**config.mk**
```make
export PLATFORM = sky130hd
export DESIGN_NAME = pc_sequencer
export DESIGN_NICKNAME = d
export VERILOG_FILES = /design/src/rtl/pcseq_pkg.sv /design/src/rtl/pcseq_arbiter.sv /design/src/rtl/pcseq_retstack.sv /design/src/rtl/pcseq_litlatch.sv /design/src/rtl/pc_sequencer.sv
export SDC_FILE = /design/constraint.sdc
export NUM_CORES = 1
export LEC_CHECK = 0
export BUFFER_PORTS_ARGS = -buffer_cell sky130_fd_sc_hd__buf_4
export CAP_MARGIN = 20
export CORE_ASPECT_RATIO = 1.1
export CORE_MARGIN = 3
export CORE_UTILIZATION = 33
export CTS_CLUSTER_DIAMETER = 50
export DETAILED_ROUTE_END_ITERATION = 6
export HOLD_SLACK_MARGIN = 0.03
export SLEW_MARGIN = 20
export SYNTH_ARGS = -nofsm -noshare
export SYNTH_HDL_FRONTEND = slang
export SYNTH_SLANG_ARGS = --single-unit
```
**constraint.sdc**
```tcl
create_clock -name clk -period 3.5 [get_ports clk]
set_input_delay 0.35 -clock clk [delete_from_list [all_inputs] [get_ports clk]]
set_output_delay 0.35 -clock clk [all_outputs]
set_load 0.01 [all_outputs]
```
**src/rtl/pcseq_pkg.sv**
```systemverilog
package pcseq_pkg;

  // What the counter does on the coming edge, already prioritised.
  typedef enum logic [2:0] {
    ACT_HOLD = 3'd0,
    ACT_STEP = 3'd1,
    ACT_JUMP = 3'd2,
    ACT_CALL = 3'd3,
    ACT_IRQ  = 3'd4,
    ACT_RET  = 3'd5
  } pc_act_e;

endpackage

```
**src/rtl/pcseq_arbiter.sv**
```systemverilog
module pcseq_arbiter
  import pcseq_pkg::*;
(
  input  logic    irq_take,
  input  logic    ret_any,
  input  logic    jump_go,
  input  logic    jump_is_call,
  input  logic    step_en,
  output pc_act_e act
);

  // Fixed priority: interrupt, return, jump/call, step, hold.
  always_comb begin
    if (irq_take)     act = ACT_IRQ;
    else if (ret_any) act = ACT_RET;
    else if (jump_go) act = jump_is_call ? ACT_CALL : ACT_JUMP;
    else if (step_en) act = ACT_STEP;
    else              act = ACT_HOLD;
  end

  // exactly one action is chosen whenever any strobe is active.
  always_comb begin
    a_r6_single_action: assert ((irq_take || ret_any || jump_go || step_en) == (act != ACT_HOLD))
      else $error("a_r6_single_action");
  end

endmodule

```
**src/rtl/pcseq_retstack.sv**
```systemverilog
module pcseq_retstack #(
  parameter int DEPTH = 8,
  parameter int ADDR_W = 13
) (
  input  logic              clk,
  input  logic              rst_n,
  input  logic              push,
  input  logic [ADDR_W-1:0] push_data,
  input  logic              pop,
  output logic [ADDR_W-1:0] top_data
);

  localparam int PTR_W = (DEPTH > 1) ? $clog2(DEPTH) : 1;
  localparam logic [PTR_W-1:0] PTR_LAST = PTR_W'(DEPTH - 1);
  localparam logic [PTR_W-1:0] PTR_ONE  = PTR_W'(1);

  logic [PTR_W-1:0]  ptr_q;
  logic [PTR_W-1:0]  ptr_inc;
  logic [PTR_W-1:0]  ptr_dec;
  logic [ADDR_W-1:0] slot_q [DEPTH];

  // Circular pointer arithmetic that does not rely on DEPTH being a power of two.
  assign ptr_inc = (ptr_q == PTR_LAST) ? '0 : ptr_q + PTR_ONE;
  assign ptr_dec = (ptr_q == '0) ? PTR_LAST : ptr_q - PTR_ONE;

  always_ff @(posedge clk or negedge rst_n) begin
    if (!rst_n) begin
      ptr_q <= '0;
    end else if (push) begin
      ptr_q <= ptr_inc;
    end else if (pop) begin
      ptr_q <= ptr_dec;
    end
  end

  // One register per slot. A push writes the slot under the pointer, so the
  // oldest slot is overwritten once the circle is full.
  for (genvar g = 0; g < DEPTH; g++) begin : g_slot
    always_ff @(posedge clk or negedge rst_n) begin
      if (!rst_n) begin
        slot_q[g] <= '0;
      end else if (push && (ptr_q == PTR_W'(g))) begin
        slot_q[g] <= push_data;
      end
    end
  end

  // Entry just below the pointer; on an empty stack this is simply whatever
  // that slot holds.
  assign top_data = slot_q[ptr_dec];

  a_r8_push_advances: assert property (@(posedge clk) disable iff (!rst_n)
    push |=> ptr_q == $past(ptr_inc))
    else $error("a_r8_push_advances");

  a_r8_push_stores: assert property (@(posedge clk) disable iff (!rst_n)
    push |=> slot_q[$past(ptr_q)] == $past(push_data))
    else $error("a_r8_push_stores");

  a_r6_pop_retreats: assert property (@(posedge clk) disable iff (!rst_n)
    (pop && !push) |=> ptr_q == $past(ptr_dec))
    else $error("a_r6_pop_retreats");

  a_r6_no_push_and_pop: assert property (@(posedge clk) disable iff (!rst_n)
    !(push && pop))
    else $error("a_r6_no_push_and_pop");

endmodule

```
**src/rtl/pcseq_litlatch.sv**
```systemverilog
module pcseq_litlatch #(
  parameter int LIT_W = 8
) (
  input  logic             clk,
  input  logic             rst_n,
  input  logic             take,
  input  logic [LIT_W-1:0] lit_in,
  output logic [LIT_W-1:0] lit_q,
  output logic             valid_q
);

  always_ff @(posedge clk or negedge rst_n) begin
    if (!rst_n) begin
      lit_q   <= '0;
      valid_q <= 1'b0;
    end else begin
      valid_q <= take;
      if (take) lit_q <= lit_in;
    end
  end

  a_r10_pulse: assert property (@(posedge clk) disable iff (!rst_n)
    take |=> (valid_q && lit_q == $past(lit_in)))
    else $error("a_r10_pulse");

  a_r10_hold: assert property (@(posedge clk) disable iff (!rst_n)
    !take |=> (!valid_q && $stable(lit_q)))
    else $error("a_r10_hold");

endmodule

```
**src/rtl/pc_sequencer.sv**
```systemverilog
module pc_sequencer
  import pcseq_pkg::*;
#(
  parameter int PC_W   = 13,
  parameter int PHYS_W = 10,
  parameter int DEPTH  = 8,
  parameter int LIT_W  = 8,
  parameter logic [PC_W-1:0] RESET_VEC = '0,
  parameter logic [PC_W-1:0] IRQ_VEC   = PC_W'(4)
) (
  input  logic              clk,
  input  logic              rst_n,
  input  logic              step_en,
  input  logic              jump_go,
  input  logic              jump_is_call,
  input  logic [PC_W-1:0]   jump_target,
  input  logic              irq_take,
  input  logic              ret_go,
  input  logic              ret_from_irq,
  input  logic              ret_lit,
  input  logic [LIT_W-1:0]  lit_in,
  output logic [PHYS_W-1:0] fetch_addr,
  output logic [LIT_W-1:0]  lit_out,
  output logic              lit_valid
);

  localparam logic [PC_W-1:0] PC_ONE = PC_W'(1);

  pc_act_e         act;
  logic            ret_any;
  logic [PC_W-1:0] pc_q;
  logic [PC_W-1:0] pc_d;
  logic [PC_W-1:0] pc_plus1;
  logic [PC_W-1:0] stack_top;
  logic [PC_W-1:0] push_val;
  logic            do_push;
  logic            do_pop;

  assign ret_any  = ret_go || ret_from_irq || ret_lit;
  assign pc_plus1 = pc_q + PC_ONE;

  pcseq_arbiter u_arb (
    .irq_take     (irq_take),
    .ret_any      (ret_any),
    .jump_go      (jump_go),
    .jump_is_call (jump_is_call),
    .step_en      (step_en),
    .act          (act)
  );

  // Interrupt saves the counter as is; a call saves the following word.
  assign do_push  = (act == ACT_IRQ) || (act == ACT_CALL);
  assign do_pop   = (act == ACT_RET);
  assign push_val = (act == ACT_CALL) ? pc_plus1 : pc_q;

  pcseq_retstack #(
    .DEPTH  (DEPTH),
    .ADDR_W (PC_W)
  ) u_stack (
    .clk       (clk),
    .rst_n     (rst_n),
    .push      (do_push),
    .push_data (push_val),
    .pop       (do_pop),
    .top_data  (stack_top)
  );

  pcseq_litlatch #(
    .LIT_W (LIT_W)
  ) u_lit (
    .clk     (clk),
    .rst_n   (rst_n),
    .take    (do_pop && ret_lit),
    .lit_in  (lit_in),
    .lit_q   (lit_out),
    .valid_q (lit_valid)
  );

  always_comb begin
    unique case (act)
      ACT_STEP:          pc_d = pc_plus1;
      ACT_JUMP,
      ACT_CALL:          pc_d = jump_target;
      ACT_IRQ:           pc_d = IRQ_VEC;
      ACT_RET:           pc_d = stack_top;
      default:           pc_d = pc_q;
    endcase
  end

  always_ff @(posedge clk or negedge rst_n) begin
    if (!rst_n) pc_q <= RESET_VEC;
    else        pc_q <= pc_d;
  end

  // Upper counter bits alias: only the implemented window is addressed.
  assign fetch_addr = pc_q[PHYS_W-1:0];

  a_r1_reset_vector: assert property (@(posedge clk)
    $rose(rst_n) |-> pc_q == RESET_VEC)
    else $error("a_r1_reset_vector");

  a_r5_irq_entry: assert property (@(posedge clk) disable iff (!rst_n)
    irq_take |=> pc_q == IRQ_VEC)
    else $error("a_r5_irq_entry");

  a_r2_step: assert property (@(posedge clk) disable iff (!rst_n)
    (step_en && !irq_take && !ret_any && !jump_go) |=> pc_q == $past(pc_q) + PC_ONE)
    else $error("a_r2_step");

  a_r2_hold: assert property (@(posedge clk) disable iff (!rst_n)
    (!step_en && !irq_take && !ret_any && !jump_go) |=> $stable(pc_q))
    else $error("a_r2_hold");

  a_r3_jump_load: assert property (@(posedge clk) disable iff (!rst_n)
    (jump_go && !irq_take && !ret_any) |=> pc_q == $past(jump_target))
    else $error("a_r3_jump_load");

endmodule

```
==> results.md <==
- Outcome: complete, no violations
- Die Width: ~130 um
- Crit share post-route: between 80% and 90%
- Final routed wirelength across all metal layers: about 15 mm
- DRT antenna net count: 0
- Chip height: 140.4 um
- First-pass GRT wire length: between 20 and 25 mm
- Number of instances in the synthesized netlist: 513
- Number of CTS-inserted buffers: 9
- Largest voltage drop on the vdd net: 0.3019 mV
- Antenna violations before repair: 0
- DRT Pass-1 Iters: 7
- Clock tree from TritonCTS: done
- Clock network latency to the later pin of the worst-skew pair: 0.34 ns
- Final nets: 574
- Yosys top cell by area: sky130_fd_sc_hd__dfrtp_1
- Register cell area after layout: 2554 um^2
- Post-layout instance area: 6240 um^2
- Proportion of layout cells with a drive suffix above 1: 26.11%
- Fmax: 354.2 MHz
- Overall overflow remaining after global route: 0
- Number of gates resized after cts: 0
- Footprint of the multi-input gates: approximately 2600 um^2
- Maximum buffer depth of the clock tree: 2
- Number of DRC violations after detailed-routing iteration 0: 401
- Ports placed on the boundary: around 50
- Worst setup path category: flip-flop to flip-flop
- Worst clock skew: 0.008271 ns
- Clock sink count: 102
- Clock tree root driver cell: sky130_fd_sc_hd__clkbuf_16
- Routability congestion estimate: 0.8567
- Number of nets in the synthesized netlist: 551
- Worst-Margin Slew: between 0.8 and 0.9 ns
- Die area: 17990 um^2
- Unique cell type count in the Yosys netlist: between 40 and 50
- Slowest cell on crit path: sky130_fd_sc_hd__and3_1
- Routed len/inst: slightly below 20 um
- Critical Path Max Stage Delay: 0.73 ns
- Worst slew margin relative to its limit: 40.13%
- CTS H-Tree Depth: 3
- Post-CTS setup buffers: 0
- Starting Density: 34.03%
- Drc violations: 0
- Final Hold Viols: 0
- Setup TNS: 0 ns
- Core Box Area: 15920 um^2
- Part of the Yosys area used for sequential elements: a little under half
- Final Max Slew Viols: 0
- Clock-pin slew reported for the worst setup and hold paths after clock tree synthesis: 0.07 ns
- GR Util All Layers: 16.16%
- Crit path cell chain: buf_4, ha_1, and3_1, mux2_2
- # Max-Cap Violations: 0
- Leak Pwr: 0.002666 uW
- Post-route minimum period: 2.823 ns
- Critical path endpoint category: flip-flop
- Number of global-route vias before repair: 4309
- Count of input and output buffers: 45
- Average via count per standard cell: 5.804
- Ratio of total power to cell area: between 900 and 1000 nW/um^2
- Synth warnings: 0
- Area of the mapped netlist: 5416 um^2
- Syn Area/Cell: between 10 and 15 um^2
- Classification of the worst-slack hold path: input pin to asynchronous set/reset pin
- Worst Setup Start Kind: flip-flop
- Total via count in the routed design: 4295
- Layout-stage area growth over the synthesis result: 15.20%
- Share of Yosys cell area claimed by the top area cell type: 47.12%
- Largest fanout of any net on the critical path: 66
- Fill cell count: 1561
- Setup Viol. Count Final: 0
- Unrepaired setup endpoints after global routing: false
- Maximum number of pins on one net before global-route repair: 67
- Total number of placement rows: 48
- Synthesized flop and latch total: 102
- Ant diodes: 0
- Hold Buf Count CTS: 0
- Arrival time reported for the critical path endpoint: 3.05 ns
- Top area cells in the synthesized netlist: sky130_fd_sc_hd__dfrtp_1 47%, sky130_fd_sc_hd__mux2_2 14%, sky130_fd_sc_hd__a31oi_1 7.3%
- Required @ worst endpoint: 3.73 ns
- Placed standard-cell area: 5949 um^2
- HPWL reported at the end of detailed placement: 9.804 mm
flip-flops by register name, indices dropped and copies added, names as in the netlist:
signal / flops
u_stack.slot_q: 80
pc_q: 10
u_lit.lit_q: 8
u_stack.ptr_q: 3
u_lit.valid_q: 1
Yosys cell counts:
| cell | number |
|---|---|
| sky130_fd_sc_hd__dfrtp_1 | 102 |
| sky130_fd_sc_hd__mux2_2 | 67 |
| sky130_fd_sc_hd__a31oi_1 | 63 |
| sky130_fd_sc_hd__clkbuf_1 | 38 |
| sky130_fd_sc_hd__nor2_1 | 26 |
| sky130_fd_sc_hd__inv_1 | 22 |
| sky130_fd_sc_hd__mux2i_1 | 21 |
| sky130_fd_sc_hd__o211ai_1 | 17 |
| sky130_fd_sc_hd__o21ai_0 | 16 |
| sky130_fd_sc_hd__a21oi_1 | 14 |
| sky130_fd_sc_hd__nand3_1 | 13 |
| sky130_fd_sc_hd__nor3b_1 | 10 |
| sky130_fd_sc_hd__a32oi_1 | 9 |
| sky130_fd_sc_hd__xnor2_1 | 9 |
| sky130_fd_sc_hd__and3_1 | 8 |
| sky130_fd_sc_hd__ha_1 | 8 |
| sky130_fd_sc_hd__nand4_1 | 6 |
| sky130_fd_sc_hd__and2_1 | 5 |
| sky130_fd_sc_hd__nand2_1 | 5 |
| sky130_fd_sc_hd__nor3_1 | 5 |
| sky130_fd_sc_hd__xor2_1 | 5 |
| sky130_fd_sc_hd__buf_1 | 4 |
| sky130_fd_sc_hd__nor2b_1 | 4 |
| sky130_fd_sc_hd__or3_1 | 4 |
| sky130_fd_sc_hd__buf_2 | 3 |
| sky130_fd_sc_hd__nand2b_1 | 3 |
| sky130_fd_sc_hd__o21ai_1 | 3 |
| sky130_fd_sc_hd__o221ai_1 | 3 |
| sky130_fd_sc_hd__a211oi_1 | 2 |
| sky130_fd_sc_hd__a22oi_1 | 2 |
| sky130_fd_sc_hd__a2bb2oi_1 | 2 |
| sky130_fd_sc_hd__nor4_1 | 2 |
| sky130_fd_sc_hd__or4_1 | 2 |
| sky130_fd_sc_hd__a221o_1 | 1 |
| sky130_fd_sc_hd__a41oi_1 | 1 |
| sky130_fd_sc_hd__and2_0 | 1 |
| sky130_fd_sc_hd__and2b_1 | 1 |
| sky130_fd_sc_hd__and4_1 | 1 |
| sky130_fd_sc_hd__o211a_1 | 1 |
| sky130_fd_sc_hd__o21a_1 | 1 |
| sky130_fd_sc_hd__o22ai_1 | 1 |
| sky130_fd_sc_hd__o41a_1 | 1 |
| sky130_fd_sc_hd__o41ai_1 | 1 |
layout make-up:
| type | count | share of cell area [%] |
|---|---|---|
| clock buffer | 11 | 3.890 |
| clock inverter | 4 | 0.7620 |
| inverter | 22 | 1.323 |
| multi-input combinational | 344 | 42.03 |
| sequential | 102 | 40.93 |
| tap | 200 | 4.010 |
| timing repair buffer | 57 | 7.058 |
metrics by stage:
step	std cells	setup WS, ns	utilization [%]	hold slack (ns)	total power (uW)
CTS	740	0.7231	39.21	0.1228	5649
global placement	725	0.8012	37.38	0.4756	4552
floorplan	513	0.7211	-	0.05441	3850
detailed placement	725	0.7331	37.38	0.4927	4643
finish	740	0.6769	39.21	0.08794	5645
global route	740	0.6113	39.21	0.1723	6020
worst paths after layout:
path / startpoint / to / slack [ns] / cells after the start
max: u_stack.ptr_q[0]$_DFFE_PN0P_ / u_stack.slot_q[78]$_DFFE_PN0P_ / 0.68 / 4
min: rst_n / u_stack.slot_q[98]$_DFFE_PN0P_ / 0.09 / 1
max reg2reg: u_stack.ptr_q[0]$_DFFE_PN0P_ / u_stack.slot_q[78]$_DFFE_PN0P_ / 0.68 / 4
min reg2reg: u_stack.slot_q[54]$_DFFE_PN0P_ / u_stack.slot_q[54]$_DFFE_PN0P_ / 0.50 / 1
max in group asynchronous: rst_n / u_stack.slot_q[45]$_DFFE_PN0P_ / 2.58 / 2
min in group clk: lit_in[0] / u_lit.lit_q[0]$_DFFE_PN0P_ / 0.23 / 2
power breakdown:
group	switching, uW	internal, uW	total (uW)
sequential	345	1680	2020
combinational	1470	1160	2630
clock	430	568	998
total	2240	3400	5640
per-layer routing:
metal	global-route usage [%]	share of wire [%]	wire, um	up-vias
met1	20.66	41	6011	2156
met3	1.487	5.5	799	32
met4	8.436	3.9	561	0
met5	0	0	0	-
li1	-	-	-	1947
met2	27.03	49	7154	160
cell families (layout without fill, tap and decap cells):
group | after synthesis | count (layout) | share of synthesized area (%)
xor gates and xnor gates | 14 | 14 | 2.264
DFF | 102 | 102 | 47.12
and+or+nand+nor | 96 | 96 | 9.586
muxes | 88 | 88 | 17.81
adders and majority gates | 8 | 8 | 1.848
AOI/OAI and AO/OA | 138 | 138 | 16.66
buffers and inverters | 67 | 94 | 4.712
critical path: cells and delay by family (launching register included):
family	cells	cell delay [ns]
fa+ha+maj	1	0.53
flops	1	0.36
mux	1	0.41
simple gates	1	0.73
buf+inv	1	0.63
placed cells by master, fill, tap and decap left out, drive strengths merged, types with 8 or more instances in the layout:
cell / netlist / layout
nand3: 13 / 13
a32oi: 9 / 9
buf: 7 / 57
a21oi: 14 / 14
xnor2: 9 / 9
o211ai: 17 / 17
a31oi: 63 / 63
and3: 8 / 8
ha: 8 / 8
o21ai: 19 / 19
mux2i: 21 / 21
inv: 22 / 22
mux2: 67 / 67
clkbuf: 38 / 11
nor3b: 10 / 10
dfrtp: 102 / 102
nor2: 26 / 26
(Power assumes the default switching activity.)
